$ cat src/rtl/cal_sequencer.sv
module cal_sequencer #(
  parameter int PIPE_DLY = 2000
) (
  input  logic       clk,
  input  logic       rst_n,
  input  logic       conv_tick,
  input  logic       hold_n,
  input  logic       mode_wr,
  input  logic [2:0] mode_in,
  input  logic       data_rd,
  output logic [2:0] mode_q,
  output logic       zs_cap,
  output logic       fs_cap,
  output logic       rdy_n
);
  localparam int PW = $clog2(PIPE_DLY + 1);
  localparam logic [2:0] BG = 3'd5;

  logic [2:0]    seq_m, pend;
  logic          pend_v, act, pipe_on;
  logic [3:0]    cnt, cnt_nx, clr_at, rdy_at, zs_at, fs_at;
  logic [PW-1:0] pcnt;

  always_comb begin
    case (seq_m)
      3'd1, 3'd4: {clr_at, rdy_at, zs_at, fs_at} = {4'd6, 4'd9, 4'd3, 4'd6};
      3'd2:       {clr_at, rdy_at, zs_at, fs_at} = {4'd3, 4'd4, 4'd3, 4'd0};
      3'd3:       {clr_at, rdy_at, zs_at, fs_at} = {4'd3, 4'd4, 4'd0, 4'd3};
      3'd5:       {clr_at, rdy_at, zs_at, fs_at} = {4'd0, 4'd6, 4'd3, 4'd0};
      3'd6:       {clr_at, rdy_at, zs_at, fs_at} = {4'd3, 4'd6, 4'd3, 4'd0};
      3'd7:       {clr_at, rdy_at, zs_at, fs_at} = {4'd3, 4'd6, 4'd0, 4'd3};
      default:    {clr_at, rdy_at, zs_at, fs_at} = '0;
    endcase
  end

  wire       tk       = conv_tick && hold_n;
  wire       bg       = (seq_m == BG);
  wire       busy     = act && (mode_q != 3'd0);
  wire       wr_busy  = mode_wr && busy;
  wire       pv       = pend_v || wr_busy;
  wire [2:0] pm       = wr_busy ? mode_in : pend;
  wire       clr_hit  = tk && busy && (cnt_nx == clr_at);
  wire       start_go = (mode_wr && !busy) || (clr_hit && pv);
  wire [2:0] start_m  = (mode_wr && !busy) ? mode_in : pm;
  wire       step     = tk && (act || bg);

  assign cnt_nx = (cnt == 4'd15) ? cnt : cnt + 4'd1;

  always_ff @(posedge clk) begin
    if (!rst_n) begin
      mode_q  <= '0;
      seq_m   <= '0;
      pend    <= '0;
      pend_v  <= 1'b0;
      act     <= 1'b0;
      pipe_on <= 1'b0;
      cnt     <= '0;
      pcnt    <= '0;
      zs_cap  <= 1'b0;
      fs_cap  <= 1'b0;
      rdy_n   <= 1'b1;
    end else begin
      zs_cap <= step && (cnt_nx == zs_at);
      fs_cap <= step && (cnt_nx == fs_at);
      if (data_rd) rdy_n <= 1'b1;
      if (wr_busy) begin
        pend   <= mode_in;
        pend_v <= 1'b1;
      end
      if (start_go) begin
        mode_q  <= start_m;
        seq_m   <= start_m;
        cnt     <= '0;
        act     <= (start_m != 3'd0) && (start_m != BG);
        pipe_on <= 1'b0;
        pend_v  <= 1'b0;
        rdy_n   <= 1'b1;
      end else begin
        if (tk) begin
          if (bg) begin
            cnt <= (cnt_nx == 4'd6) ? 4'd0 : cnt_nx;
            if (cnt_nx == 4'd6) rdy_n <= 1'b0;
          end else if (act) begin
            cnt <= cnt_nx;
            if (cnt_nx == clr_at) mode_q <= 3'd0;
            if (cnt_nx == rdy_at) begin
              pipe_on <= 1'b1;
              pcnt    <= PW'(PIPE_DLY - 1);
            end
          end else begin
            rdy_n <= 1'b0;
          end
        end
        if (pipe_on && hold_n) begin
          if (pcnt == '0) begin
            rdy_n   <= 1'b0;
            act     <= 1'b0;
            pipe_on <= 1'b0;
          end else begin
            pcnt <= pcnt - 1'b1;
          end
        end
      end
    end
  end
endmodule


$ cat config.mk
export PLATFORM = sky130hd
export DESIGN_NAME = cal_sequencer
export DESIGN_NICKNAME = d
export VERILOG_FILES = /design/src/rtl/cal_sequencer.sv
export SDC_FILE = /design/constraint.sdc
export NUM_CORES = 1
export LEC_CHECK = 0
export BUFFER_PORTS_ARGS = -buffer_cell sky130_fd_sc_hd__buf_2
export CORE_MARGIN = 2
export CORE_UTILIZATION = 55
export CTS_CLUSTER_SIZE = 14
export DETAILED_ROUTE_END_ITERATION = 8
export PLACE_DENSITY = 0.81
export RECOVER_POWER = 100
export SETUP_SLACK_MARGIN = 0.5
export SLEW_MARGIN = 20
export SYNTH_ARGS = -nofsm -noshare
export SYNTH_HDL_FRONTEND = slang
export SYNTH_SLANG_ARGS = --single-unit
$ cat constraint.sdc
create_clock -name clk -period 6.2 [get_ports clk]
set_input_delay 0.62 -clock clk [delete_from_list [all_inputs] [get_ports clk]]
set_output_delay 0.62 -clock clk [all_outputs]
set_load 0.05 [all_outputs]
Yosys cells after proc, flatten, opt, wreduce, memory -nomap -nowiden
Index checks and enable logic that the tools add are counted.

Register bits after elaboration: 30. Input port bits: 9. Word-level logic and storage cells: 101.

Eq/ne operators: 15. Reductions and logical operators: 35. Bitwise logic cells: 1. Add/sub/neg operators: 2. Multiplexer cells: 37.

Operator list (count): $mux W11 (6); $mux W3 (7); $eq A4 B4 Y1 (4); $mux W1 (16); $mux W4 (4); $eq A3 B3 Y1 const B (4); $logic_and A1 B1 Y1 (12); $pmux W3 S2 (2); $pmux W4 S3 (1); $reduce_bool A2 Y1 (6); $logic_not A11 Y1 (1); $sub A11 B1 Y11 const B (1); $reduce_or A2 Y1 (4); $eq A3 B2 Y1 const B (2); $reduce_bool A3 Y1 (2); $reduce_or A5 Y1 (1); $add A4 B1 Y4 const B (1); $eq A4 B3 Y1 const B (1); $eq A4 B4 Y1 const B (1); $reduce_and A2 Y1 (2); $reduce_and A4 Y1 (1); $reduce_or A4 Y1 (1); $eq A3 B1 Y1 const B (1); $logic_or A1 B1 Y1 (3); other kinds (6) (6).

Depth between registers and ports, before layout
Gate-level depths: netlist (run 1).

Depth after elaboration: 10. Gate-level depth with buffers: 11. Depth with buffers taken out: 9.

Worst setup path after synthesis (run 1)
No wires, ideal clock.

Kind: reg2reg. Start point: register cnt[1]. End point: register pcnt[4]. Clock period less this slack: 2390 ps. Arrival time: 2257 ps. Setup time: 133 ps. Setup slack: 3810 ps. Cell stages (with the launch flop): 10. Cell sequence: dfxtp_1 > ha_1 > buf_6 > and3b_4 > or2_4 > or4_4 > a211oi_2 > nor2_2 > nor2_8 > o221ai_1.

Word-level cells in the longest chain between the ends: 9.

Ends and longest elaborated chain: start: declaration (RTL line 21) `logic [3:0] cnt, cnt_nx, clr_at, rdy_at, zs_at, fs_at;`; start signal: assignment (RTL line 81) `cnt <= (cnt_nx == 4'd6) ? 4'd0 : cnt_nx;`; start signal: assignment (RTL line 84) `cnt <= cnt_nx;`; $add A4 B1 Y4 or $eq A4 B4 Y1 (tied branches) (RTL line 47) `assign cnt_nx = (cnt == 4'd15) ? cnt : cnt + 4'd1;`; $mux W4 (*) (RTL line 47); $eq A4 B4 Y1 (RTL line 86) `if (cnt_nx == rdy_at) begin`; $mux W11 (RTL line 86); $mux W11 (RTL line 83) `end else if (act) begin`; $mux W11 (RTL line 80) `if (bg) begin`; $mux W11 (RTL line 79) `if (tk) begin`; $mux W11 (RTL line 95) `if (pcnt == '0) begin`; $mux W11 (RTL line 94) `if (pipe_on && hold_n) begin`; end signal: assignment (RTL line 88) `pcnt <= PW'(PIPE_DLY - 1);`; end signal: assignment (RTL line 100) `pcnt <= pcnt - 1'b1;`; end: declaration (RTL line 22) `logic [PW-1:0] pcnt;`.

Mark *: on every way between the ends. The rest lies on a longest branch, timed or not. A chain may end at the register's enable or synchronous reset.

Worst setup path after layout (run 1)
Start point: register seq_m[1]. End point: register rdy_n.

Word-level cells in the longest chain between the ends: 8.

Ends and longest elaborated chain: start: declaration (RTL line 19) `logic [2:0] seq_m, pend;`; start signal: assignment (RTL line 72) `seq_m <= start_m;`; $eq A3 B3 Y1, or another cell as far along (RTL line 25) `case (seq_m)`; $reduce_or A4 Y1 (no line) or $reduce_or A2 Y1 (tied branches); $pmux W3 S2 (RTL line 25); $eq A4 B4 Y1 (RTL line 42) `wire clr_hit = tk && busy && (cnt_nx == clr_at);`; $logic_and A1 B1 Y1 (RTL line 42); $logic_and A1 B1 Y1 (RTL line 43) `wire start_go = (mode_wr && !busy) || (clr_hit && pv);`; $logic_or A1 B1 Y1 (RTL line 43); $reduce_or A2 Y1 (no line); end signal: assignment (RTL line 61) `rdy_n <= 1'b1;`; end signal: assignment (RTL line 65) `if (data_rd) rdy_n <= 1'b1;`; end signal: assignment (RTL line 77) `rdy_n <= 1'b1;`; end: declaration (RTL line 14) `output logic rdy_n`.

Several ways; a longest one is shown, not always the timed one.

==> results of run 1 <==
## state kept, by name, summed over array words and instances, names as in the netlist, named ones only
| register | flops |
|---|---|
| rdy_n | 1 |
| mode_q | 3 |
| pipe_on | 1 |
| fs_cap | 1 |
| pcnt | 11 |
| pend_v | 1 |
| seq_m | 3 |
| zs_cap | 1 |
| cnt | 4 |
| act | 1 |
## critical path, cell delays in order (launching register included)
cell      delay, ns
dfxtp_1        0.40
inv_1          0.11
ha_1           0.24
mux2i_1        0.51
mux2i_1        0.17
a211oi_1       0.38
o22ai_2        0.19
o21ai_0        1.32
nand2_1        0.44
a21o_1         0.28
## final timing paths
check                              to  depth (start not counted)  startpoint  slack [ns]
worst max-delay path            rdy_n                          9    seq_m[1]        2.06
worst min-delay path             flop                          2        flop        0.48
worst max register to register  rdy_n                          9    seq_m[1]        2.06
worst min register to register   flop                          2        flop        0.48
## layout by cell type, fill, tap and decap left out, drive strengths merged, types with 5 or more instances in the layout
master | netlist | routed
nor2 | 36 | 36
ha | 8 | 8
mux2i | 7 | 7
nand2 | 17 | 17
nor3 | 11 | 11
nand3 | 8 | 8
o21ai | 7 | 7
xnor2 | 5 | 5
dfxtp | 30 | 30
a211oi | 6 | 6
inv | 8 | 8
clkbuf | 5 | 13
buf | 7 | 9
nand4 | 7 | 7
a21oi | 19 | 19
o211a | 6 | 6
## through the flow
stage / total power [mW] / hold slack [ns] / utilization [%] / setup WS, ns / cells
2_1_floorplan: 0.238 / 0.444 / - / 3.81 / 241
6_report: 0.364 / 0.476 / 60.5 / 2.06 / 298
4_1_cts: 0.372 / 0.477 / 62.1 / 3.45 / 298
3_3_place_gp: 0.249 / 0.462 / 60.3 / 3.49 / 290
5_1_grt: 0.380 / 0.503 / 60.5 / 1.61 / 298
3_5_place_dp: 0.249 / 0.466 / 60.3 / 3.47 / 290
## cell type report
class                           count  area share, %
Multi-Input combinational cell    191           60.1
Clock buffer                        7           2.68
Inverter                            8           1.46
Tap cell                           46           2.81
Sequential cell                    30           29.3
Timing Repair Buffer               15           3.42
Clock inverter                      1          0.244
## kinds of logic (layout without fill, tap and decap cells)
family / Yosys count / after routing / synth area share, %
and+or+nand+nor: 102 / 102 / 26.7
adders and majority gates: 8 / 8 / 5.07
buffers and inverters: 20 / 31 / 4.94
AOI/OAI and AO/OA: 63 / 63 / 23.3
DFF: 30 / 30 / 30.4
muxes: 11 / 11 / 6.46
xor gates and xnor gates: 7 / 7 / 3.10
## report_power, final
group / switching, mW / total [mW] / internal, mW
Combinational: 0.0273 / 0.0425 / 0.0151
Sequential: 0.00378 / 0.199 / 0.196
Clock: 0.0673 / 0.122 / 0.0549
## per-layer routing
layer / vias to the layer above / global-route usage (%) / part of all wire (%)
met1: 827 / 27.9 / 49
met4: 0 / 10.9 / 1.9
met5: - / 0 / 0
met3: 10 / 5.11 / 3.9
met2: 37 / 35.5 / 45
li1: 909 / - / -
==> impl_metrics.json, run 1 <==
{
  "io_pins": 15,
  "synth_cell_types": 54,
  "power.density_nw_per_um2": 177,
  "initial_core_util_pct": 58.3,
  "clockRootBuffer": "clkbuf_4",
  "syn-num-nets": 258,
  "die-area_um2": 4090,
  "fin_area_um2": 2050,
  "grt_start_max_net_pins": 21,
  "die_height_um": 63.9,
  "antenna_found_initial": 0,
  "diodes": 0,
  "cp.arrival_ns": 4.38,
  "place_area_um2": 2040,
  "hold_buffers": 0,
  "cts.sinks": 30,
  "routedWlPerCell_um": 13.9,
  "drc": 0,
  "syn_inst": 241,
  "fin_nets": 268,
  "max_freq_ghz": 0.242,
  "yosysSeqAreaShare_pct": 30.4,
  "multi_input_area_um2": 1230,
  "ys_top_cells_by_area": "dfxtp_1, nor2_1, ha_1",
  "firstDrtPassIters": 4,
  "relSlewSlack_pct": -14.5,
  "clockBufferDepth": 2,
  "layout-drive-gt1-share_pct": 10.7,
  "avgViaCountPerCell": 5.98,
  "first_iter_violations": 181,
  "path_class": "flop to flop",
  "grtUsageTotal_pct": 22.2,
  "clk_pin_slew_ns": 0.10,
  "hpwl_mm": 3.02,
  "tns_ns": 0,
  "synth_top_area_share_pct": 30.4,
  "peakVddDrop_uv": 156,
  "syn_avg_cell_area_um2": 8.20,
  "cts_made_buffers": 5,
  "worstMarginPinSlew_ns": 1.70,
  "outcome": "complete, but fails checks",
  "yosys_most_used_dff": "dfxtp_1",
  "ant_nets": 0,
  "critPathLaunchType": "flop",
  "yosys-top-cells-count": "nor2_1, dfxtp_1, a21oi_1",
  "grt_remaining_overflow": 0,
  "fillers": 319,
  "grt_pass1_vias": 1665,
  "setup_viol": 0,
  "yosys.area.top_type": "dfxtp_1",
  "hp-class": "flop to flop",
  "required_ns": 6.44,
  "wl_mm": 4.13,
  "rsz0062_at_grt": "false",
  "dieWidth_um": 63.9,
  "io_buffers": 14,
  "yosys_warnings": 0,
  "p_leak_nw": 0.832,
  "period_share_pct": 66.8,
  "cap_violations": 1,
  "seq_area_um2": 601,
  "critical_path.max_fanout": 16,
  "violations": "max-capacitance violations, max-slew violations",
  "via_count": 1783,
  "yosysMostFrequentCell": "nor2_1",
  "ys_ff_latch": 30,
  "grt_pass1_wl_mm": 7.22,
  "gp_congestion": 0.862,
  "ys_async_sr_fraction_pct": 0,
  "slew_violations": 17,
  "finClkSkew_ns": 0.0125,
  "hold_viol": 0,
  "rows": 21,
  "area_delta_synth_final_pct": 3.80,
  "end_kind": "flop",
  "synth_edf_count": 0,
  "cts_resized": 0,
  "synth_area_um2": 1980,
  "core_area_um2": 3390,
  "post_cts_buffers": 0,
  "clkLatencyLatePin_ns": 0.34,
  "min_period_ns": 4.14,
  "cts_tree": "yes",
  "htreeDepth": 2
}
(Power assumes the default switching activity.)
==> inputs of run 2 (changes only) <==
==> constraint.sdc (replaced) <==
create_clock -name clk -period 4 [get_ports clk]
set_input_delay 0.4 -clock clk [delete_from_list [all_inputs] [get_ports clk]]
set_output_delay 0.4 -clock clk [all_outputs]
set_load 0.05 [all_outputs]
==> run 2 against run 1 <==
Net effect: the flow now finishes without violations; first-iteration DRC count decreased by 39%; maximum frequency is 33% higher; global-route usage is 0.22 points lower; power up 55%; largest cell class unchanged; flip-flop and latch count unchanged; worst setup slack worse by 1.2 ns; utilization grew 0.41 points; critical endpoint is now pcnt[4].
==> impl_metrics.json, run 2 (synthesis gave the netlist of run 1 again) <==
{
  "clkLatencyLatePin_ns": 0.33,
  "grtUsageTotal_pct": 22.0,
  "wl_mm": 4.13,
  "clockRootBuffer": "clkbuf_4",
  "htreeDepth": 2,
  "hpwl_mm": 2.99,
  "rsz0062_at_grt": "false",
  "diodes": 0,
  "period_share_pct": 78.0,
  "startpoint": "cnt[0]",
  "via_count": 1810,
  "cpMaxStageDelayCell": "dfxtp_1",
  "fin_cells": 298,
  "final_cell_mix": "nor2_1, dfxtp_1, a21oi_1",
  "routedWlPerCell_um": 13.9,
  "grt_pass1_wl_mm": 7.09,
  "r2r_start": "cnt[0]",
  "comb_power_share_pct": 12.2,
  "hold_viol": 0,
  "required_ns": 4.19,
  "top_register": "pcnt",
  "grt_pass1_vias": 1603,
  "ant_nets": 0,
  "slew_violations": 0,
  "p_clk_share_pct": 33.1,
  "die-area_um2": 4090,
  "hp-class": "primary input to flop",
  "p_int_uw": 413,
  "grt_start_max_net_pins": 21,
  "worstMarginPinSlew_ns": 0.656,
  "p_leak_nw": 0.831,
  "outcome": "complete, no violations",
  "first_iter_violations": 110,
  "avgViaCountPerCell": 6.07,
  "final_common_cell": "nor2_1",
  "largest_reg_flops": 11,
  "cts.sinks": 30,
  "clockBufferDepth": 2,
  "cap_violations": 0,
  "fin_nets": 268,
  "gp_congestion": 0.862,
  "cts_made_buffers": 5,
  "dieWidth_um": 63.9,
  "p_seq_share_pct": 54.7,
  "p_sw_share_pct": 26.9,
  "critical_path.max_fanout": 9,
  "max_freq_ghz": 0.321,
  "post-place-ws_ns": 1.27,
  "finClkSkew_ns": 0.0117,
  "tns_ns": 0,
  "layout-drive-gt1-share_pct": 10.7,
  "relSlewSlack_pct": 55.9,
  "cts_resized": 0,
  "peakVddDrop_uv": 262,
  "cp.arrival_ns": 3.31,
  "rows": 21,
  "post_cts_buffers": 0,
  "antenna_found_initial": 0,
  "area_delta_synth_final_pct": 4.50,
  "grt_remaining_overflow": 0,
  "hp-start": "mode_in[1]",
  "initial_core_util_pct": 58.3,
  "power.switching_uw": 152,
  "reg_top3": "pcnt: 11 flops, cnt: 4 flops",
  "end_kind": "flop",
  "hold_buffers": 0,
  "core_area_um2": 3390,
  "setup_slack_ns": 0.880,
  "firstDrtPassIters": 4,
  "critical_path.max_stage_delay_ns": 0.52,
  "cts_tree": "yes",
  "path_class": "flop to flop",
  "setup_viol": 0,
  "die_height_um": 63.9,
  "cp_cell_sequence": "ha_1 > nand3_1 > mux2i_1 > or4_1 > a211oi_2 > nor2_2 > nor2_1 > o221ai_1",
  "min_period_ns": 3.12,
  "io_buffers": 14,
  "clk_pin_slew_ns": 0.09,
  "critPathLaunchType": "flop",
  "dpl.cell_count": 290,
  "power.density_nw_per_um2": 274,
  "io_pins": 15,
  "drc": 0
}
==> run 2: changes by cell type in the layout (fill, tap and decap cells not counted) <==
cell     delta
mux2i_4     +1
o22ai_2     -1
o22ai_1     +1
mux2i_1     -1
or4_4       -1
o21ai_4     +1
or4_1       +1
o21ai_0     -1
==> run 2: metrics by stage <==
stage	power, mW	hold WS, ns	utilization (%)	area, µm²
after floorplan	0.370	0.444	-	1980
after global placement	0.385	0.462	60.3	2040
after detailed placement	0.386	0.466	60.3	2040
after CTS	0.576	0.327	62.1	2100
after global routing	0.592	0.345	60.9	2060
final	0.565	0.341	60.9	2060
==> run 2: cell type report <==
cell class	count	area (µm²)
well taps	46	57.6
repair buffers	15	70.1
clock inverters	1	5.00
fillers	308	1330
multi-input cells	191	1250
flip-flops and latches	30	601
inverters	8	30.0
clock buffers	7	55.1
==> run 2: worst max-delay path, delay by kind of cell (launching register included) <==
kind            cells  cell delay, ns
compound gates      2            0.55
fa+ha+maj           1            0.38
flops               1            0.52
mux                 1            0.23
simple gates        4            1.31
==> run 2: worst paths after layout <==
check,slack [ns],depth (start not counted),endpoint
worst max-delay path,0.88,8,pcnt[4]
worst max register to register,0.88,8,pcnt[4]
worst min register to register,0.47,2,flop
worst min-delay path,0.34,3,flop
==> run 2: routing by layer <==
layer	share of wire, %	up-vias	GRT usage (%)
li1	-	910	-
met1	49	860	28.4
met2	46	34	35.7
met3	3.2	6	4.23
met4	1.5	0	9.24
met5	0	-	0
==> run 2: power by group through the flow <==
| stage | registers (mW) | logic [mW] | clock network (mW) |
|---|---|---|---|
| 2_1_floorplan | 0.319 | 0.0505 | 0 |
| 3_3_place_gp | 0.316 | 0.0695 | 0 |
| 3_5_place_dp | 0.316 | 0.0706 | 0 |
| 4_1_cts | 0.309 | 0.0710 | 0.196 |
| 5_1_grt | 0.310 | 0.0763 | 0.206 |
| 6_report | 0.309 | 0.0691 | 0.187 |
==> inputs of run 3 (changes only) <==
--- a/config.mk
+++ b/config.mk
@@ -7,10 +7,10 @@
 export LEC_CHECK = 0
 export BUFFER_PORTS_ARGS = -buffer_cell sky130_fd_sc_hd__buf_2
 export CORE_MARGIN = 2
-export CORE_UTILIZATION = 55
+export CORE_UTILIZATION = 54
 export CTS_CLUSTER_SIZE = 14
 export DETAILED_ROUTE_END_ITERATION = 8
-export PLACE_DENSITY = 0.81
+export PLACE_DENSITY = 0.83
 export RECOVER_POWER = 100
 export SETUP_SLACK_MARGIN = 0.5
 export SLEW_MARGIN = 20
==> constraint.sdc (replaced) <==
create_clock -name clk -period 2.6 [get_ports clk]
set_input_delay 0.26 -clock clk [delete_from_list [all_inputs] [get_ports clk]]
set_output_delay 0.26 -clock clk [all_outputs]
set_load 0.05 [all_outputs]
==> run 3 against run 2 <==
Net effect: global-route usage up 4.2 points; count of clock-buffer cells in the layout is the same; wire length increased by 44%; utilization up 16 points; register-to-register slack lost 0.67 ns; critical endpoint is now seq_m[2].
==> impl_metrics.json, run 3 (synthesis gave the netlist of run 1 again) <==
{
  "outcome": "complete, no violations",
  "top_register": "pcnt",
  "end_kind": "flop",
  "setup_viol": 0,
  "p_leak_nw": 1.03,
  "hold_buffers": 0,
  "post-place-ws_ns": 0.259,
  "area_delta_synth_final_pct": 33.3,
  "setup_slack_ns": 0.212,
  "path_class": "flop to flop",
  "core_area_um2": 3420,
  "firstDrtPassIters": 5,
  "grtUsageTotal_pct": 26.1,
  "die_height_um": 64.5,
  "max_freq_ghz": 0.419,
  "io_pins": 15,
  "hold_viol": 0,
  "slew_violations": 0,
  "antenna_found_initial": 0,
  "critPathLaunchType": "flop",
  "gp_congestion": 0.945,
  "period_share_pct": 91.9,
  "grt_remaining_overflow": 0,
  "largest_reg_flops": 11,
  "via_count": 2118,
  "ant_nets": 0,
  "rsz0062_at_grt": "true",
  "peakVddDrop_uv": 347,
  "first_iter_violations": 149,
  "final_common_cell": "nor2_1",
  "critical_path.max_fanout": 5,
  "diodes": 0,
  "final_util_pct": 77.1,
  "layout-drive-gt1-share_pct": 37.0,
  "cts.sinks": 30,
  "hp-class": "primary input to flop",
  "cpMaxStageDelayCell": "dfxtp_4",
  "routedWlPerCell_um": 18.1,
  "finClkSkew_ns": 0.0147,
  "power.total_uw": 953,
  "grt_pass1_wl_mm": 8.58,
  "cp.arrival_ns": 2.60,
  "clockRootBuffer": "clkbuf_4",
  "cap_violations": 0,
  "worstMarginPinSlew_ns": 0.734,
  "r2r_slack_ns": 0.21,
  "dieWidth_um": 64.5,
  "htreeDepth": 2,
  "rows": 21,
  "reg_top3": "pcnt: 11 flops, cnt: 4 flops",
  "wl_mm": 5.96,
  "tns_ns": 0,
  "drc": 0,
  "die-area_um2": 4160,
  "grt_start_max_net_pins": 21,
  "avgViaCountPerCell": 6.42,
  "io_buffers": 14,
  "required_ns": 2.81,
  "relSlewSlack_pct": 50.6,
  "clockBufferDepth": 2,
  "grt_pass1_vias": 1907,
  "clk_pin_slew_ns": 0.10,
  "cp_cell_sequence": "inv_4 > ha_4 > mux2i_4 > mux2i_2 > a211oi_2 > o22ai_4 > o21a_1 > clkbuf_1 > mux2i_1 > nor2_1",
  "clkLatencyLatePin_ns": 0.34,
  "final_cell_mix": "nor2_1, buf_4, dfxtp_1",
  "hpwl_mm": 3.23,
  "cts_tree": "yes",
  "fin_nets": 300,
  "critical_path.max_stage_delay_ns": 0.40,
  "cts_made_buffers": 5,
  "min_period_ns": 2.39,
  "initial_core_util_pct": 57.8,
  "power.density_nw_per_um2": 362
}
==> run 3: cell count changes in the layout (fill, tap and decap cells not counted), sizes merged <==
cell      previous run  this run
nor2                36        37
clkbuf              13        17
clkinvlp             0         1
buf                  9        36
inv                  8         7
==> run 3: power by group <==
group / switching, mW / total (mW) / internal (mW)
clock network: 0.168 / 0.299 / 0.131
registers: 0.00903 / 0.473 / 0.464
logic: 0.105 / 0.181 / 0.0761
==> run 3: path summary, 6_finish.rpt <==
kind              end  cells after the start        from
max          seq_m[2]                     10    seq_m[0]
min              flop                      3  mode_in[2]
max reg2reg  seq_m[2]                     10    seq_m[0]
min reg2reg      flop                      2        flop
==> run 3: critical path: cells and delay by family (launching register included) <==
family	cells	cell delay, ns
multiplexers	3	0.76
AND/OR/NAND/NOR	1	0.07
AO/OA/AOI/OAI	3	0.58
adder cells (fa/ha/maj)	1	0.16
flip-flops	1	0.40
buffers and inverters	2	0.29
==> run 3: layout make-up <==
class                   count  area (µm²)
fillers                   250         782
well taps                  46        57.6
repair buffers             46         304
multi-input cells         192        1560
flip-flops and latches     30         616
inverters                   8        41.3
clock buffers               7        55.1
clock inverters             1        5.00
==> run 3: routing by layer <==
layer / up-vias / global-route usage [%] / wire length [µm]
met1: 1023 / 31.5 / 2410
li1: 973 / - / -
met4: 0 / 10.1 / 256
met5: - / 0 / 0
met2: 94 / 45.4 / 3010
met3: 28 / 5.56 / 283
==> run 3: through the flow <==
| stage | instance area, µm² | instances | hold slack (ns) |
|---|---|---|---|
| floorplan | 2030 | 241 | 0.398 |
| global placement | 2130 | 296 | 0.457 |
| detailed placement | 2130 | 296 | 0.473 |
| CTS | 2430 | 321 | 0.199 |
| global route | 2630 | 330 | 0.210 |
| finish | 2630 | 330 | 0.215 |
==> run 3: repair_timing <==
| action | CTS | global route |
|---|---|---|
| pin swaps | 13 | 22 |
| endpoints found under the setup margin | 25 | 25 |
| buffers inserted | 15 | 9 |
| resized for setup | 29 | 38 |
| cloned | 2 | 0 |
| endpoints found under the hold margin | 0 | 0 |
